## src/rtl/vlu_pkg.sv

```systemverilog
package vlu_pkg;

    localparam int VEC_W   = 128;
    localparam int BYTE_W  = 8;
    localparam int NBYTES  = VEC_W / BYTE_W;
    localparam int NREGS   = 8;
    localparam int IDX_W   = $clog2(NREGS);
    localparam int FIELD_W = 4;

    // fixed-bit check of the instruction word
    localparam logic [31:0] FIX_MASK = 32'h0F81_1F51;
    localparam logic [31:0] FIX_VAL  = 32'h0F00_0150;

    typedef enum logic [2:0] {
        OP_AND  = 3'd0,
        OP_ANDN = 3'd1,
        OP_OR   = 3'd2,
        OP_ORN  = 3'd3,
        OP_XOR  = 3'd4
    } logic_op_e;

    typedef struct packed {
        logic               match;
        logic               idx_bad;
        logic_op_e          op;
        logic [FIELD_W-1:0] qd;
        logic [FIELD_W-1:0] qn;
        logic [FIELD_W-1:0] qm;
    } dec_t;

    function automatic logic [VEC_W-1:0] byte_expand(input logic [NBYTES-1:0] p);
        logic [VEC_W-1:0] r;
        for (int i = 0; i < NBYTES; i++) begin
            r[i*BYTE_W +: BYTE_W] = {BYTE_W{p[i]}};
        end
        return r;
    endfunction

endpackage

```

## src/rtl/vlu_decode.sv

```systemverilog
module vlu_decode
    import vlu_pkg::*;
#(
    parameter int N_REGS = NREGS
) (
    input  logic [31:0] instr,
    output dec_t        dec
);
    logic       fixed_ok;
    logic [3:0] top;
    logic [1:0] sel;
    logic       code_ok;
    logic_op_e  op_c;

    assign fixed_ok = (instr & FIX_MASK) == FIX_VAL;
    assign top      = instr[31:28];
    assign sel      = instr[21:20];

    always_comb begin
        code_ok = 1'b0;
        op_c    = OP_AND;
        if (top == 4'b1110) begin
            code_ok = 1'b1;
            unique case (sel)
                2'b00:   op_c = OP_AND;
                2'b01:   op_c = OP_ANDN;
                2'b10:   op_c = OP_OR;
                default: op_c = OP_ORN;
            endcase
        end else if (top == 4'b1111 && sel == 2'b00) begin
            code_ok = 1'b1;
            op_c    = OP_XOR;
        end
    end

    always_comb begin
        dec.match   = fixed_ok && code_ok;
        dec.op      = op_c;
        dec.qn      = {instr[7],  instr[19:17]};
        dec.qd      = {instr[22], instr[15:13]};
        dec.qm      = {instr[5],  instr[3:1]};
        dec.idx_bad = dec.match &&
                      ((int'(dec.qn) >= N_REGS) ||
                       (int'(dec.qd) >= N_REGS) ||
                       (int'(dec.qm) >= N_REGS));
    end

endmodule

```

## src/rtl/vlu_alu.sv

```systemverilog
module vlu_alu
    import vlu_pkg::*;
#(
    parameter int W = VEC_W
) (
    input  logic_op_e      op,
    input  logic [W-1:0]   n,
    input  logic [W-1:0]   m,
    output logic [W-1:0]   y
);
    logic [W-1:0] m_eff;
    logic         inv_m;

    assign inv_m = (op == OP_ANDN) || (op == OP_ORN);
    assign m_eff = inv_m ? ~m : m;

    always_comb begin
        unique case (op)
            OP_AND, OP_ANDN: y = n & m_eff;
            OP_OR,  OP_ORN:  y = n | m_eff;
            OP_XOR:          y = n ^ m;
            default:         y = '0;
        endcase
    end

endmodule

```

## src/rtl/vlu_merge.sv

```systemverilog
module vlu_merge
    import vlu_pkg::*;
#(
    parameter int NB = NBYTES,
    parameter int BW = BYTE_W
) (
    input  logic [NB-1:0]    pred,
    input  logic [NB*BW-1:0] res,
    input  logic [NB*BW-1:0] old,
    output logic [NB*BW-1:0] y
);
    for (genvar i = 0; i < NB; i++) begin : g_lane
        assign y[i*BW +: BW] = pred[i] ? res[i*BW +: BW] : old[i*BW +: BW];
    end
endmodule

```

## src/rtl/vlu_regbank.sv

```systemverilog
module vlu_regbank
    import vlu_pkg::*;
#(
    parameter int N = NREGS,
    parameter int W = VEC_W,
    localparam int IW = $clog2(N)
) (
    input  logic          clk,
    input  logic          rst,
    input  logic          wr_en,
    input  logic [IW-1:0] wr_idx,
    input  logic [W-1:0]  wr_data,
    input  logic [IW-1:0] rd_a_idx,
    input  logic [IW-1:0] rd_b_idx,
    input  logic [IW-1:0] rd_c_idx,
    input  logic [IW-1:0] dbg_idx,
    output logic [W-1:0]  rd_a,
    output logic [W-1:0]  rd_b,
    output logic [W-1:0]  rd_c,
    output logic [W-1:0]  dbg
);
    logic [N-1:0][W-1:0] mem;

    always_ff @(posedge clk) begin
        if (rst) begin
            mem <= '0;
        end else if (wr_en) begin
            mem[wr_idx] <= wr_data;
        end
    end

    assign rd_a = mem[rd_a_idx];
    assign rd_b = mem[rd_b_idx];
    assign rd_c = mem[rd_c_idx];
    assign dbg  = mem[dbg_idx];

    AST_BANK_HOLD: assert property (@(posedge clk) disable iff (rst)
        (!rst && !wr_en) |=> $stable(mem));
    AST_BANK_WRITE: assert property (@(posedge clk) disable iff (rst)
        (!rst && wr_en) |=> mem[$past(wr_idx)] == $past(wr_data));

endmodule

```

## src/rtl/vlu_top.sv

```systemverilog
module vlu_top
    import vlu_pkg::*;
(
    input  logic               clk,
    input  logic               rst,
    input  logic               exec_valid,
    input  logic [31:0]        instr,
    input  logic [NBYTES-1:0]  pred_mask,
    input  logic               ld_valid,
    input  logic [IDX_W-1:0]   ld_sel,
    input  logic [VEC_W-1:0]   ld_data,
    input  logic [IDX_W-1:0]   dbg_sel,
    output logic [VEC_W-1:0]   dbg_data,
    output logic [VEC_W-1:0]   merged_q,
    output logic               enc_illegal,
    output logic               reg_illegal
);
    dec_t             dec;
    logic [VEC_W-1:0] n_val, m_val, d_old, alu_y;
    logic             exec_wr;
    logic             bank_we;
    logic [IDX_W-1:0] bank_idx;
    logic [VEC_W-1:0] bank_data;

    vlu_decode #(.N_REGS(NREGS)) u_dec (
        .instr (instr),
        .dec   (dec)
    );

    vlu_regbank #(.N(NREGS), .W(VEC_W)) u_bank (
        .clk      (clk),
        .rst      (rst),
        .wr_en    (bank_we),
        .wr_idx   (bank_idx),
        .wr_data  (bank_data),
        .rd_a_idx (dec.qn[IDX_W-1:0]),
        .rd_b_idx (dec.qm[IDX_W-1:0]),
        .rd_c_idx (dec.qd[IDX_W-1:0]),
        .dbg_idx  (dbg_sel),
        .rd_a     (n_val),
        .rd_b     (m_val),
        .rd_c     (d_old),
        .dbg      (dbg_data)
    );

    vlu_alu #(.W(VEC_W)) u_alu (
        .op (dec.op),
        .n  (n_val),
        .m  (m_val),
        .y  (alu_y)
    );

    vlu_merge #(.NB(NBYTES), .BW(BYTE_W)) u_merge (
        .pred (pred_mask),
        .res  (alu_y),
        .old  (d_old),
        .y    (merged_q)
    );

    assign enc_illegal = !dec.match;
    assign reg_illegal = dec.idx_bad;
    assign exec_wr     = exec_valid && dec.match && !dec.idx_bad;
    assign bank_we     = exec_wr || ld_valid;
    assign bank_idx    = exec_wr ? dec.qd[IDX_W-1:0] : ld_sel;
    assign bank_data   = exec_wr ? merged_q : ld_data;

    AST_FLAGS_EXCL: assert property (@(posedge clk) disable iff (rst)
        $onehot0({enc_illegal, reg_illegal}));
    AST_BAD_NO_WRITE: assert property (@(posedge clk) disable iff (rst)
        ((enc_illegal || reg_illegal) && !ld_valid) |-> !bank_we);
    AST_MERGE_KEEP: assert property (@(posedge clk) disable iff (rst)
        ((merged_q ^ d_old) & ~byte_expand(pred_mask)) == '0);
    AST_MERGE_TAKE: assert property (@(posedge clk) disable iff (rst)
        ((merged_q ^ alu_y) & byte_expand(pred_mask)) == '0);

endmodule

```

## config.mk

```make
export PLATFORM = sky130hd
export DESIGN_NAME = vlu_top
export DESIGN_NICKNAME = d
export VERILOG_FILES = /design/src/rtl/vlu_pkg.sv /design/src/rtl/vlu_decode.sv /design/src/rtl/vlu_alu.sv /design/src/rtl/vlu_merge.sv /design/src/rtl/vlu_regbank.sv /design/src/rtl/vlu_top.sv
export SDC_FILE = /design/constraint.sdc
export NUM_CORES = 2
export LEC_CHECK = 0
export ABC_CLOCK_PERIOD_IN_PS = 7300
export BUFFER_PORTS_ARGS = -buffer_cell sky130_fd_sc_hd__clkbuf_2
export CAP_MARGIN = 25
export CORE_AREA = 2 2 310 618
export DETAILED_ROUTE_END_ITERATION = 8
export DIE_AREA = 0 0 312 620
export GPL_ROUTABILITY_DRIVEN = 1
export PLACE_DENSITY = 0.64
export SYNTH_ARGS = -nofsm -noshare
export SYNTH_HDL_FRONTEND = slang
export SYNTH_HIERARCHICAL = 1
export SYNTH_SLANG_ARGS = --single-unit
```

## constraint.sdc

```tcl
create_clock -name clk -period 7.3 [get_ports clk]
set_input_delay 2.19 -clock clk [delete_from_list [all_inputs] [get_ports clk]]
set_output_delay 2.19 -clock clk [all_outputs]
set_load 0.02 [all_outputs]
```

==> results.toml <==
[routing]
wl_met1_mm = 104
wl_met3_mm = 36.9
vias_per_cell = 6.51
dr.max_layer_used = "met5"
num_vias = 64181
firstDrtPassIters = 6
wl_per_cell_um = 27.9
ant_nets = 0
drtIter0Drc = 7698
detail_route.drc_violations = 0
wl_met2_mm = 123
wirelength_mm = 274

[worst_setup_path]
cp-end-kind = "output pin"
critPathKind = "in2out"
rrSetupSlack_ps = 4400
r2r_cells = 9
crit_fanout = 29
rr_endpoint = "u_bank/mem[510]"
required_ps = 5110
crit_arrival_ps = 4810
rr_startpoint = "u_bank/mem[382]"
start_kind = "input pin"

[power_and_ir_drop]
p_per_area_nw_per_um2 = 173
peakVddDrop_mv = 0.181
leakage_nw = 29.4
p_total_mw = 14.4

[clock_network]
insertion_delay_ps = 760
clk_pin_slew_worst_paths_ps = 60
hold_buffers = 0
clockBufferDepth = 3
post-cts-setup-buffers = 0
cts.sinks = 1024
cts_buffers = 110
cts-root-buf = "clkbuf_16"
htreeDepth = 3
cts_tree = "done"
cts.repair.resized = 0

[place]
place.gp.congestion = 0.865
dp_hpwl_mm = 164
port_buffers = 443
pre_cts_slack_ps = 338
dpl-instance-area_um2 = 78900

[logic_synthesis]
syn-num-nets = 7507
yosysWarningCount = 6
avgSynthCellArea_um2 = 10.2
syn_inst = 7321
syn_area_um2 = 75000

[floorplan]
die_area_um2 = 193000
die_h_um = 620
rows = 226
start_util_pct = 39.7
die_w_um = 312
io_pins = 444
core_area_um2 = 189000

[grt]
grt_max_degree = 204
track_usage_pct = 27.6
grt_pass1_vias = 62786
grt_pass1_wl_mm = 410
grt_overflow = 0
antenna_found_initial = 10

[worst_hold_path]
min_path_type = "reg2reg"
hold-path-cell-count = 2
min_from = "u_bank/mem[953]"
min_to = "u_bank/mem[953]"

[final_layout]
largest_reg_flops = 1024
top_regs = "u_bank/mem: 1024 flops"
layout_commonest_cell = "nand2_1"
nets = 7430
fillCellCount = 17837
regMostFlops = "u_bank/mem"
design_area_um2 = 83100
final_layout_size_suffix_gt1_share_pct = 36.8
syn_to_final_growth_pct = 10.8
final_cell_mix = "2050 x nand2_1, 1024 x mux4_2, 1024 x a21oi_1, 1024 x dfxtp_1, 692 x mux2_2"

[timing]
period_share_pct = 95.8
fin_ws_ps = 303
rsz0062_at_grt = "no"
fmax_mhz = 143
final.min_clock_period_ps = 7000
tightest_slew_ps = 1220
timing.hold.ws_ps = 493
fin_skew_ps = 13.8
hold_viol = 0
setup_viol = 0
final_max_slew_viol_count = 0
fin_setup_tns_ps = 0
relSlewSlack_pct = 18.8

[status]
status = "finished, final reports clean"

[flow_run]
maxCapViolations = 0
==> per-layer routing <==
metal	GRT usage, %	vias up
met4	10.2	10
met1	36.7	31783
met3	7.98	843
met2	42.7	4478
met5	0	-
li1	-	27067
==> per-stage QoR <==
stage	cells	util (%)
floorplan	7321	-
global placement	9639	41.8
detailed placement	9639	41.8
CTS	9845	44.0
global route	9847	44.0
finish	9853	44.0
==> cell type report <==
class	count	area, um2	share of cell area, %
multi-input cells	5415	49400	59.5
flip-flops and latches	1024	20500	24.7
repair buffers	692	5910	7.12
clock buffers	142	3150	3.79
well taps	2508	3140	3.78
clock inverters	64	923	1.11
diodes	7	17.5	0.0211
inverters	1	3.75	0.00452
==> report_power, final <==
group / total, mW / switching, mW / internal, mW
registers: 5.85 / 0.143 / 5.71
logic: 2.10 / 1.22 / 0.876
clock network: 6.41 / 2.63 / 3.78
==> critical path: stages <==
cell      delay, ps
clkbuf_2         90
nand3_1         170
nor4b_2         300
buf_4           200
nor3b_2         570
buf_4           570
a221o_1         230
mux2_2          230
clkbuf_2        200
==> how the worst max path moves through the flow <==
stage	end	slack [ps]	cells past startpoint	from
floorplan	merged_q[116]	770	9	instr[1]
global placement	merged_q[123]	360	9	instr[30]
detailed placement	merged_q[124]	340	9	instr[30]
CTS	merged_q[124]	330	9	instr[30]
global route	merged_q[124]	130	9	instr[30]
finish	merged_q[123]	300	9	instr[30]
Note: power is estimated with default switching activity, not from simulation.
